==> config.mk <==
export PLATFORM = sky130hd
export DESIGN_NAME = llsc_monitor
export DESIGN_NICKNAME = d
export VERILOG_FILES = /design/src/rtl/llsc_pkg.sv /design/src/rtl/llsc_line_tag.sv /design/src/rtl/llsc_resv_next.sv /design/src/rtl/llsc_sc_resp.sv /design/src/rtl/llsc_monitor.sv
export SDC_FILE = /design/constraint.sdc
export NUM_CORES = 1
export LEC_CHECK = 0
export ABC_AREA = 1
export ABC_CLOCK_PERIOD_IN_PS = 1350
export BUFFER_PORTS_ARGS = -buffer_cell sky130_fd_sc_hd__buf_2
export CORE_MARGIN = 1.5
export CORE_UTILIZATION = 53
export CTS_CLUSTER_SIZE = 10
export DETAILED_ROUTE_END_ITERATION = 10
export GPL_TIMING_DRIVEN = 0
export HOLD_SLACK_MARGIN = 0.08
export PLACE_DENSITY = 0.81
export SLEW_MARGIN = 20
export SYNTH_ARGS = -nofsm -noshare
export SYNTH_HDL_FRONTEND = slang
export SYNTH_SLANG_ARGS = --single-unit
==> constraint.sdc <==
create_clock -name clk_i -period 1.35 [get_ports clk_i]
set_input_delay 0 -clock clk_i [delete_from_list [all_inputs] [get_ports clk_i]]
set_output_delay 0 -clock clk_i [all_outputs]
set_load 0.01 [all_outputs]
==> src/rtl/llsc_pkg.sv <==
package llsc_pkg;
  typedef enum logic [1:0] {
    OP_IDLE = 2'b00,
    OP_LL   = 2'b01,
    OP_SC   = 2'b10,
    OP_WR   = 2'b11
  } op_kind_e;
endpackage

==> src/rtl/llsc_line_tag.sv <==
module llsc_line_tag #(
  parameter int ADDR_W = 32,
  parameter int OFFS_W = 6,
  localparam int TAG_W = ADDR_W - OFFS_W
) (
  input  logic [ADDR_W-1:0] addr_i,
  output logic [TAG_W-1:0]  tag_o
);
  if (OFFS_W == 0) begin : g_no_offs
    assign tag_o = addr_i;
  end else begin : g_offs
    logic [OFFS_W-1:0] unused_offs;
    assign unused_offs = addr_i[OFFS_W-1:0];
    assign tag_o       = addr_i[ADDR_W-1:OFFS_W];
  end
endmodule

==> src/rtl/llsc_resv_next.sv <==
module llsc_resv_next
  import llsc_pkg::*;
#(
  parameter int TAG_W = 26
) (
  input  op_kind_e         kind_i,
  input  logic [TAG_W-1:0] op_tag_i,
  input  logic             inv_i,
  input  logic [TAG_W-1:0] inv_tag_i,
  input  logic             cur_valid_i,
  input  logic [TAG_W-1:0] cur_tag_i,
  output logic             nxt_valid_o,
  output logic [TAG_W-1:0] nxt_tag_o,
  output logic             sc_fire_o,
  output logic             sc_pass_o
);
  logic op_hit, inv_hit_cur;

  assign op_hit      = cur_valid_i && (op_tag_i == cur_tag_i);
  assign inv_hit_cur = inv_i && (inv_tag_i == cur_tag_i);

  always_comb begin
    nxt_valid_o = cur_valid_i;
    nxt_tag_o   = cur_tag_i;
    unique case (kind_i)
      OP_LL: begin
        nxt_valid_o = 1'b1;
        nxt_tag_o   = op_tag_i;
      end
      OP_SC: nxt_valid_o = 1'b0;
      OP_WR: if (op_hit) nxt_valid_o = 1'b0;
      default: ;
    endcase
    // invalidate applies after the event, so it also kills a fresh LL
    if (inv_i && (inv_tag_i == nxt_tag_o)) nxt_valid_o = 1'b0;
  end

  assign sc_fire_o = (kind_i == OP_SC);
  assign sc_pass_o = sc_fire_o && op_hit && !inv_hit_cur;
endmodule

==> src/rtl/llsc_sc_resp.sv <==
module llsc_sc_resp (
  input  logic clk_i,
  input  logic rst_ni,
  input  logic fire_i,
  input  logic pass_i,
  output logic valid_o,
  output logic ok_o
);
  always_ff @(posedge clk_i or negedge rst_ni) begin
    if (!rst_ni) begin
      valid_o <= 1'b0;
      ok_o    <= 1'b0;
    end else begin
      valid_o <= fire_i;
      ok_o    <= fire_i && pass_i;
    end
  end
endmodule

==> src/rtl/llsc_monitor.sv <==
module llsc_monitor
  import llsc_pkg::*;
#(
  parameter int ADDR_W = 32,
  parameter int OFFS_W = 6,
  localparam int TAG_W = ADDR_W - OFFS_W
) (
  input  logic              clk_i,
  input  logic              rst_ni,
  input  logic [1:0]        op_kind_i,
  input  logic [ADDR_W-1:0] op_addr_i,
  input  logic              inv_valid_i,
  input  logic [ADDR_W-1:0] inv_addr_i,
  output logic              sc_valid_o,
  output logic              sc_ok_o
);
  logic [TAG_W-1:0] op_tag, inv_tag;
  logic             resv_valid_q, resv_valid_d;
  logic [TAG_W-1:0] resv_tag_q, resv_tag_d;
  logic             sc_fire, sc_pass;

  llsc_line_tag #(.ADDR_W(ADDR_W), .OFFS_W(OFFS_W)) u_op_tag (
    .addr_i(op_addr_i), .tag_o(op_tag)
  );
  llsc_line_tag #(.ADDR_W(ADDR_W), .OFFS_W(OFFS_W)) u_inv_tag (
    .addr_i(inv_addr_i), .tag_o(inv_tag)
  );

  llsc_resv_next #(.TAG_W(TAG_W)) u_next (
    .kind_i      (op_kind_e'(op_kind_i)),
    .op_tag_i    (op_tag),
    .inv_i       (inv_valid_i),
    .inv_tag_i   (inv_tag),
    .cur_valid_i (resv_valid_q),
    .cur_tag_i   (resv_tag_q),
    .nxt_valid_o (resv_valid_d),
    .nxt_tag_o   (resv_tag_d),
    .sc_fire_o   (sc_fire),
    .sc_pass_o   (sc_pass)
  );

  always_ff @(posedge clk_i or negedge rst_ni) begin
    if (!rst_ni) begin
      resv_valid_q <= 1'b0;
      resv_tag_q   <= '0;
    end else begin
      resv_valid_q <= resv_valid_d;
      resv_tag_q   <= resv_tag_d;
    end
  end

  llsc_sc_resp u_resp (
    .clk_i   (clk_i),
    .rst_ni  (rst_ni),
    .fire_i  (sc_fire),
    .pass_i  (sc_pass),
    .valid_o (sc_valid_o),
    .ok_o    (sc_ok_o)
  );
endmodule

==> results by group, run 1 <==
Hold path
  – Hold_sp: op_kind_i[0]
  – HP Class: in -> reg

Global routing
  – First-pass GRT wire length: 13.5 mm
  – Total gr overflow: 0
  – GRT Util Overall: 0.339
  – Number of global-route vias before repair: 3044
  – Largest net degree at the start of global routing: 30
  – Initial antenna violation count: 0

Timing
  – Post-Route Skew: 4.28 ps
  – Final-report hold violation count: 0
  – Setup Viol. Count Final: 2
  – Unrepaired setup endpoints after global routing: true
  – Worst slew margin: 0.516
  – Setup ws final: -70.4 ps
  – Max frequency: 0.704 GHz
  – Worst Tran Pin Value: 726 ps
  – Slew Viols, Final: 0
  – Period Utilization, post-route: 1.05
  – Period minus WS final: 1420 ps
  – Worst hold slack: 86.6 ps

Floorplan
  – Rows: 24
  – Die height: 72.2 µm
  – Initial Util: 0.567
  – Die X: 72.2 µm
  – IO Count: 71
  – Core area: 4470 µm²
  – Full die area: 5210 µm²

Routing
  – Starting DRT DRC Count: 370
  – Drt drc: 0
  – Avg Vias per Cell: 5.31
  – Routed len/inst: 13.8 µm
  – Detailed Routing Iterations Pass 1: 5
  – Vias: 3230
  – Routed Antenna Nets: 0
  – Post-Route WL: 8.41 mm

Clock network
  – Clock sink total: 29
  – TritonCTS Buffers: 5
  – Clock Tree Root: clkbuf_8
  – CTS HTree Levels: 2
  – Skew-Pair Late Insertion Delay: 290 ps
  – Clock slew at reported path FFs: 70 ps
  – CTS max path bufs: 2
  – CTS tree: done

Setup path
  – CP startpoint: resv_tag_q[15]$_DFF_PN0_
  – CP arrival: 1600 ps
  – Critical path's slowest cell: dfrtp_1
  – Critical path's top delay family: simple AND/OR/NAND/NOR gates
  – Largest stage delay, worst path: 400 ps
  – Buf+Inv Stages, Crit Path: 1
  – Crit path max fanout: 3
  – Worst-path cell chain: inv_2 > nand2_1 > nand2_2 > nor2_1 > nand2_1 > nor2_2 > nand2_2 > o21ai_2 > nand2_1 > nand2_1 > nor2_1
  – Worst R2R Start: resv_tag_q[15]$_DFF_PN0_
  – Startpoint types: register
  – CP endpoint kind: register
  – Crit Path Class: reg -> reg
  – Critical Path RT: 1530 ps
  – Most used cell, CP: nand2_1

Finish
  – Util after Layout: 0.758
  – Fraction of layout cells with a size suffix above 1: 0.205
  – Antenna diodes: 0
  – Synthesis-to-finish area growth: 33.7%
  – Commonest non-fill, non-tap cells in the layout: nand2_1 (212), inv_1 (66), buf_2 (58)
  – Nets@finish: 624
  – Commonest non-fill, non-tap cell in the layout: nand2_1
  – Non-Filler Instances: 608
  – Fill cells: 379

Synth
  – Post-synthesis net count: 526
  – Synth Area in Adders: 0
  – Syn_area_per_cell: 5.55 µm²
  – Synth top area share: 0.329
  – Cells after Synth: 457
  – Post-Syn Area: 2540 µm²
  – Post-Synth Simple-Gate Area: 0.501
  – Distinct cell type count after synthesis: 22
  – Synth Register Bits: 29
  – Synth Area in Compound Gates: 0.0592
  – Post-Synth XOR/XNOR Area: 0.0173
  – Main combinational cell family by area after synthesis: simple AND/OR/NAND/NOR gates
  – Ys Warns: 0
  – Synth area leader: nand2_1
  – Synth top area cells: nand2_1 (33%), dfrtp_1 (29%), inv_1 (11%)
  – Seq/Total Area, Yosys: 0.286
  – Post-synthesis mux area share: 0

Place
  – Gpl congestion: 0.967
  – # placed instances: 566
  – Post-DP HPWL: 6.20 mm
  – Port bufs: 57

Job
  – Total of max-cap violations: 0

Power
  – PwrDens: 886 nW/µm²
  – Leakage: 0.00204 µW
  – Maximum vdd drop: 0.000604 V

Outcome
  – Status: finished, violations left
  – Failing checks: setup timing
## layout make-up
cell class,instances,area (µm²),area share
multi-input combinational,345,1530,0.452
buffer,7,61.3,0.0181
inverter,76,285,0.0841
clock buffer,7,96.3,0.0284
clock inverter,1,5.00,0.00148
tap,52,65.1,0.0192
sequential,29,728,0.215
timing repair buffer,91,618,0.182
## tightest hold or removal path: stages
cell and delay, ps:
buf_4 150, nand3_1 110, nand2_1 70
## what timing repair did
item	4_1_cts	5_1_grt
endpoints found under the hold margin	56	0
pin swaps	8	17
setup endpoints to repair	2	2
hold buffers	28	0
gates resized for setup	15	23
setup buffers	4	2
## through the flow
stage	cell area, µm²	setup slack [ps]	total power [µW]	TNS, ps
6_report	3390	-70.4	3000	-140
5_1_grt	3390	-228	3190	-385
4_1_cts	3330	-10.4	2930	-14.1
3_5_place_dp	2890	-123	2010	-180
3_3_place_gp	2890	-105	1980	-123
2_1_floorplan	2540	150	1680	0
## path summary, 6_finish.rpt
path	slack (ps)	cells past startpoint	end
setup / recovery	-70	11	resv_valid_q$_DFFE_PN0P_
hold reg to reg	550	2	resv_tag_q[19]$_DFF_PN0_
setup reg to reg	-70	11	resv_valid_q$_DFFE_PN0P_
max in group asynchronous	530	2	resv_tag_q[9]$_DFF_PN0_
min in group asynchronous	310	2	resv_tag_q[18]$_DFF_PN0_
hold / removal	90	3	resv_tag_q[1]$_DFF_PN0_
## state kept, by name, summed over array words and instances (netlist names)
name / flops
resv_valid_q: 1
u_resp.ok_o: 1
resv_tag_q: 26
u_resp.valid_o: 1
## cells by family after synthesis
| group | count (synthesis) |
|---|---|
| xor gates and xnor gates | 5 |
| and+or+nand+nor | 315 |
| buffers and inverters | 83 |
| AOI/OAI and AO/OA | 25 |
| DFF | 29 |
## per-layer routing
metal | track usage | vias up | part of all wire
li1 | - | 1586 | -
met4 | 0.145 | 0 | 0.038
met2 | 0.574 | 188 | 0.46
met3 | 0.0764 | 30 | 0.093
met1 | 0.416 | 1426 | 0.41
met5 | 0 | - | 0
## power breakdown
group | internal [µW] | leakage (µW) | switching [µW]
sequential | 973 | 0.000358 | 121
clock | 461 | 0.0000542 | 370
combinational | 444 | 0.00162 | 635
## cells in the mapped netlist
cell type and n:
dfrtp_1 29, o21ai_2 1, a21oi_1 2, nand2_1 222, inv_2 2, or2_2 1, o21ai_1 1, nand4_1 2
buf_4 3, o22ai_1 15, buf_6 3, nor2_4 1, nand2_4 1, o21ai_0 5, o211ai_1 1, nor3_1 3
nor2_1 42, nand3_1 40, xor2_1 5, buf_2 1, nand3b_1 3, inv_1 74
No activity file was read; power rests on OpenSTA's default activity.
==> inputs of run 2 (changes only) <==
Settings changed: ABC_CLOCK_PERIOD_IN_PS 1350 to 1500, HOLD_SLACK_MARGIN 0.08 to not set.
Clock period 1.35 ns to 1.5 ns, I/O delays scaled along.
==> results by group, run 2 (same netlist as run 1, synthesis figures left out) <==
Clock network
  – Skew-Pair Late Insertion Delay: 280 ps (about the same)
  – CTS max path bufs: 2 (unchanged)
  – CTS tree: done
  – TritonCTS Buffers: 5 (unchanged)
  – Clock Tree Root: clkbuf_8
  – Clock sink total: 29 (unchanged)
  – Clock slew at reported path FFs: 70 ps (about the same)
  – CTS HTree Levels: 2 (unchanged)

Setup path
  – Critical Path RT: 1670 ps (+140 ps)
  – Startpoint types: register
  – R2R depth: 10 (-1)
  – CP endpoint kind: register
  – Worst-path cell chain: inv_1 > nand2_1 > nand2_1 > nand2_1 > nor2_1 > nand3_1 > o21ai_1 > nand2_1 > nand2_1 > nor2_1
  – RR Endpoint: resv_valid_q$_DFFE_PN0P_
  – Reg2reg setup slack: 50 ps (+120 ps)
  – Crit path max fanout: 4 (+1)
  – Worst R2R Start: resv_tag_q[1]$_DFF_PN0_
  – CP startpoint: resv_tag_q[1]$_DFF_PN0_
  – Most used cell, CP: nand2_1
  – Largest stage delay, worst path: 420 ps (+20 ps)
  – Crit Path Class: reg -> reg
  – Worst setup path end: resv_valid_q$_DFFE_PN0P_
  – CP arrival: 1630 ps (+30 ps)
  – Critical path's slowest cell: dfrtp_1

Global routing
  – Total gr overflow: 0 (unchanged)
  – Number of global-route vias before repair: 2898 (-4.8%)
  – First-pass GRT wire length: 13.0 mm (-3.9%)
  – GRT Util Overall: 0.326 (-0.0128)
  – Largest net degree at the start of global routing: 30 (unchanged)
  – Initial antenna violation count: 0 (unchanged)

Timing
  – Setup ws final: 46.6 ps (+117 ps)
  – Worst slew margin: 0.525 (+0.00828)
  – Post-Route Skew: 5.10 ps (+0.816 ps)
  – Period minus WS final: 1450 ps (+33.1 ps)
  – Worst Tran Pin Value: 713 ps (-12.4 ps)
  – Max frequency: 0.688 GHz (-2.3%)
  – Slew Viols, Final: 0 (unchanged)
  – Period Utilization, post-route: 0.969 (-0.0832)
  – Fin Setup TNS: 0 ps (+140 ps)
  – Unrepaired setup endpoints after global routing: true
  – Setup Viol. Count Final: 0 (-2)
  – Final-report hold violation count: 0 (unchanged)
  – Worst hold slack: 5.73 ps (-80.9 ps)

Job
  – Total of max-cap violations: 0 (unchanged)

Finish
  – Fraction of layout cells with a size suffix above 1: 0.173 (-0.0318)
  – Non-Filler Instances: 583 (-4.1%)
  – Biggest register: resv_tag_q
  – Antenna diodes: 0 (unchanged)
  – Synthesis-to-finish area growth: 22.3%
  – Max reg flops: 26 (unchanged)
  – Commonest non-fill, non-tap cell in the layout: nand2_1
  – Nets@finish: 599 (-4.0%)
  – Commonest non-fill, non-tap cells in the layout: nand2_1 (218), inv_1 (70), buf_2 (58)
  – Fill cells: 424 (+12%)

Routing
  – Avg Vias per Cell: 5.38 (+1.3%)
  – Drt drc: 0 (unchanged)
  – Post-Route WL: 7.99 mm (-4.9%)
  – Starting DRT DRC Count: 378 (+2.2%)
  – Routed len/inst: 13.7 µm (-0.85%)
  – Routed Antenna Nets: 0 (unchanged)
  – Detailed Routing Iterations Pass 1: 5 (unchanged)
  – Vias: 3138 (-2.8%)

Place
  – Port bufs: 57 (unchanged)
  – Gpl congestion: 0.967 (unchanged)
  – Post-DP HPWL: 6.20 mm (unchanged)
  – Pre-CTS WS: 27.4 ps (+150 ps)
  – # placed instances: 566 (unchanged)

Power
  – Final Total Pwr: 2580 µW (-14%)
  – Combinational share of power: 0.336 (-0.023)
  – Net Sw Frac: 0.372 (-0.00277)
  – PwrDens: 833 nW/µm² (-6.0%)
  – Clk pwr share: 0.283 (+0.006)
  – Internal power: 1620 µW (-14%)
  – Maximum vdd drop: 0.000513 V (-15%)
  – P_sw: 962 µW (-15%)
  – Sequential power share: 0.381 (+0.017)
  – Leakage: 0.00192 µW (-5.8%)

Floorplan
  – Full die area: 5210 µm² (unchanged)
  – IO Count: 71 (unchanged)
  – Die X: 72.2 µm (unchanged)
  – Rows: 24 (unchanged)
  – Core area: 4470 µm² (unchanged)
  – Die height: 72.2 µm (unchanged)
  – Initial Util: 0.567 (unchanged)

Outcome
  – Status: complete, no violations

Hold path
  – HP Class: in -> reg
  – Hold path depth: 3 (unchanged)
run 2: cell types whose count changed in the layout (fill, tap and decap cells not counted), moves of 2 or more:
cell	change
o21ai_1	+2
nor2_2	-5
nor2_1	+4
buf_6	-2
nand2_1	+6
nand2_4	-2
dlygate4sd3_1	-20
o21ai_2	-2
buf_4	-3
nand2_2	-4
inv_1	+4
inv_2	-4
run 2: how the worst min path moves through the flow:
| stage | slack [ps] | startpoint | to |
|---|---|---|---|
| after global routing | 20 | op_addr_i[14] | resv_tag_q[8]$_DFF_PN0_ |
| after floorplan | -300 | rst_ni | resv_tag_q[0]$_DFF_PN0_ |
| after CTS | 4 | op_addr_i[20] | resv_tag_q[14]$_DFF_PN0_ |
| after global placement | 100 | rst_ni | u_resp.ok_o$_DFF_PN0_ |
| final | 6 | op_addr_i[15] | resv_tag_q[9]$_DFF_PN0_ |
| after detailed placement | 90 | rst_ni | u_resp.valid_o$_DFF_PN0_ |
run 2: area by class of cell:
type	instances	area (µm²)	share of cell area
inverter	76	285	0.0919
multi-input combinational	345	1490	0.480
clock buffer	7	96.3	0.0310
timing repair buffer	66	373	0.120
tap	52	65.1	0.0210
sequential	29	728	0.235
clock inverter	1	5.00	0.00161
buffer	7	61.3	0.0198
run 2: routing by layer:
layer / vias up / GRT usage / wire length, µm
met5: - / 0 / 0
met4: 0 / 0.138 / 252
met3: 23 / 0.0694 / 699
met2: 185 / 0.539 / 3770
met1: 1388 / 0.415 / 3270
li1: 1542 / - / -
run 2: power groups by stage:
stage                     logic (µW)  clock network (µW)  registers (µW)
after CTS                        839                 742             976
after global routing             985                 778             995
after floorplan                  548                   0             961
after detailed placement         817                   0             989
final                            868                 731             986
after global placement           798                   0             986
run 2: timing repair:
item,in CTS,in global routing
hold endpoints to repair,36,0
setup buffers,0,1
hold buffers,8,0
setup endpoints to repair,0,2
resized for setup,0,18
run 2: worst max-delay path, delay by kind of cell, from the launching register on:
family / cells / cell delay (ps)
flops: 1 / 420
compound gates: 1 / 160
simple gates: 8 / 660
buf+inv: 1 / 90
run 2: per-stage QoR:
| step | instance area [µm²] | util |
|---|---|---|
| after floorplan | 2540 | - |
| after global placement | 2890 | 0.645 |
| after detailed placement | 2890 | 0.645 |
| after CTS | 3070 | 0.686 |
| after global routing | 3100 | 0.694 |
| final | 3100 | 0.694 |
==> inputs of run 3 (changes only) <==
Settings changed: RECOVER_POWER set to 100.
==> results by group, run 3 (same netlist as run 1, synthesis figures left out) <==
Setup path
  – Reg2reg setup slack: 50 ps (about the same)
  – Critical Path RT: 1670 ps (about the same)
  – R2R depth: 10 (unchanged)
  – CP endpoint kind: register
  – Crit path max fanout: 4 (unchanged)
  – CP arrival: 1620 ps (about the same)
  – Startpoint types: register
  – Worst R2R Start: resv_tag_q[1]$_DFF_PN0_
  – RR Endpoint: resv_valid_q$_DFFE_PN0P_
  – Crit Path Class: reg -> reg

Timing
  – Final-report hold violation count: 0 (unchanged)
  – Worst Tran Pin Value: 793 ps (+79.9 ps)
  – Max frequency: 0.689 GHz (+0.19%)
  – Fin Setup TNS: 0 ps (unchanged)
  – Slew Viols, Final: 0 (unchanged)
  – Post-Route Skew: 4.44 ps (-0.661 ps)
  – Unrepaired setup endpoints after global routing: true
  – Period minus WS final: 1450 ps (-2.75 ps)
  – Worst slew margin: 0.471 (-0.0533)
  – Setup Viol. Count Final: 0 (unchanged)
  – Period Utilization, post-route: 0.967 (-0.00184)

Place
  – DP Area: 2890 µm² (unchanged)
  – Port bufs: 57 (unchanged)
  – # placed instances: 566 (unchanged)
  – Gpl congestion: 0.967 (unchanged)
  – Post-DP HPWL: 6.20 mm (unchanged)

Floorplan
  – Core area: 4470 µm² (unchanged)
  – Full die area: 5210 µm² (unchanged)
  – Die height: 72.2 µm (unchanged)
  – Rows: 24 (unchanged)
  – Initial Util: 0.567 (unchanged)
  – IO Count: 71 (unchanged)
  – Die X: 72.2 µm (unchanged)

Finish
  – Antenna diodes: 0 (unchanged)
  – Fill cells: 426 (+0.47%)
  – Post-route cell area: 3100 µm² (-0.20%)
  – Biggest register: resv_tag_q
  – Commonest non-fill, non-tap cell in the layout: nand2_1
  – Commonest non-fill, non-tap cells in the layout: nand2_1 (218), inv_1 (70), buf_2 (55)
  – Nets@finish: 599 (unchanged)
  – Non-Filler Instances: 583 (unchanged)
  – Fraction of layout cells with a size suffix above 1: 0.168 (-0.00565)
  – Max reg flops: 26 (unchanged)
  – Synthesis-to-finish area growth: 22.1%

Hold path
  – Hold path depth: 3 (unchanged)
  – Hold_sp: op_addr_i[15]
  – HP Class: in -> reg
  – Hold endpoint: resv_tag_q[9]$_DFF_PN0_

Job
  – Total of max-cap violations: 0 (unchanged)

Clock network
  – CTS tree: done
  – Clock slew at reported path FFs: 70 ps (about the same)
  – Skew-Pair Late Insertion Delay: 280 ps (about the same)
  – CTS HTree Levels: 2 (unchanged)
  – Clock sink total: 29 (unchanged)
  – TritonCTS Buffers: 5 (unchanged)
  – Clock Tree Root: clkbuf_8
  – CTS max path bufs: 2 (unchanged)

Routing
  – Routed len/inst: 13.7 µm (+0.29%)
  – Post-Route WL: 8.02 mm (+0.29%)
  – Avg Vias per Cell: 5.39 (about the same)
  – Drt drc: 0 (unchanged)
  – Routed Antenna Nets: 0 (unchanged)
  – Starting DRT DRC Count: 380 (+0.53%)
  – Detailed Routing Iterations Pass 1: 5 (unchanged)
  – Vias: 3141 (+0.096%)

Global routing
  – Number of global-route vias before repair: 2898 (unchanged)
  – Initial antenna violation count: 0 (unchanged)
  – Busiest grt layer: met2
  – First-pass GRT wire length: 13.0 mm (unchanged)
  – GRT Util Overall: 0.326 (unchanged)
  – Total gr overflow: 0 (unchanged)
  – Met1 usage: 0.415 (unchanged)
  – GR Util met3: 0.0694 (unchanged)
  – Largest net degree at the start of global routing: 30 (unchanged)
  – Met2 Use GR: 0.539 (unchanged)

Power
  – Maximum vdd drop: 0.000513 V (about the same)
  – Leakage: 0.00191 µW (-0.48%)
  – PwrDens: 834 nW/µm² (+0.13%)

Outcome
  – Status: complete, no violations
-- run 3: cell count changes in the layout (fill, tap and decap cells not counted), sizes merged --
cell    delta
clkbuf     +3
buf        -3
-- run 3: report_power, final --
group / leakage (µW) / internal (µW) / total (µW) / switching (µW)
clock network: 0.0000542 / 414 / 732 / 317
logic: 0.00150 / 331 / 865 / 534
registers: 0.000358 / 876 / 986 / 110
-- run 3: worst max-delay path by stage --
stage	from	end	slack, ps	cells after the start
2_1_floorplan	resv_tag_q[19]$_DFF_PN0_	u_resp.ok_o$_DFF_PN0_	300	8
3_3_place_gp	resv_tag_q[15]$_DFF_PN0_	u_resp.ok_o$_DFF_PN0_	40	9
3_5_place_dp	resv_tag_q[1]$_DFF_PN0_	u_resp.ok_o$_DFF_PN0_	30	8
4_1_cts	resv_tag_q[1]$_DFF_PN0_	u_resp.ok_o$_DFF_PN0_	10	8
5_1_grt	resv_tag_q[1]$_DFF_PN0_	resv_valid_q$_DFFE_PN0P_	-80	10
6_report	resv_tag_q[1]$_DFF_PN0_	resv_valid_q$_DFFE_PN0P_	50	10
-- run 3: layout make-up --
type	instances	area, µm²	share of cell area
Sequential cell	29	728	0.235
Clock inverter	1	5.00	0.00162
Clock buffer	7	96.3	0.0311
Buffer	7	61.3	0.0198
Inverter	76	285	0.0921
Timing Repair Buffer	66	370	0.120
Tap cell	52	65.1	0.0210
Multi-Input combinational cell	345	1490	0.480
-- run 3: what timing repair did --
item / 4_1_cts / 5_1_grt
hold endpoints to repair: 36 / 0
setup endpoints to repair: 0 / 2
hold buffers: 8 / 0
buffers inserted: 0 / 1
resized for setup: 0 / 18
-- run 3: worst max-delay path: stages (launching register included) --
cell and delay, ps:
dfrtp_1 420, inv_1 90, nand2_1 50, nand2_1 100
nand2_1 60, nor2_1 150, nand3_1 130, o21ai_1 160
nand2_1 80, nand2_1 60, nor2_1 40
-- run 3: routing by layer --
layer / part of all wire / wire length (µm) / up-vias
met4: 0.029 / 229 / 0
met1: 0.40 / 3230 / 1399
li1: - / - / 1542
met2: 0.48 / 3810 / 177
met3: 0.094 / 751 / 23
met5: 0 / 0 / -
-- run 3: metrics by stage --
step	hold slack, ps	utilization	worst slack [ps]	total power, µW
global placement	97.2	0.645	45.0	1780
detailed placement	88.2	0.645	27.4	1810
global route	20.2	0.692	-77.3	2750
finish	4.25	0.692	49.3	2580
floorplan	-296	-	300	1510
CTS	3.58	0.686	11.3	2560
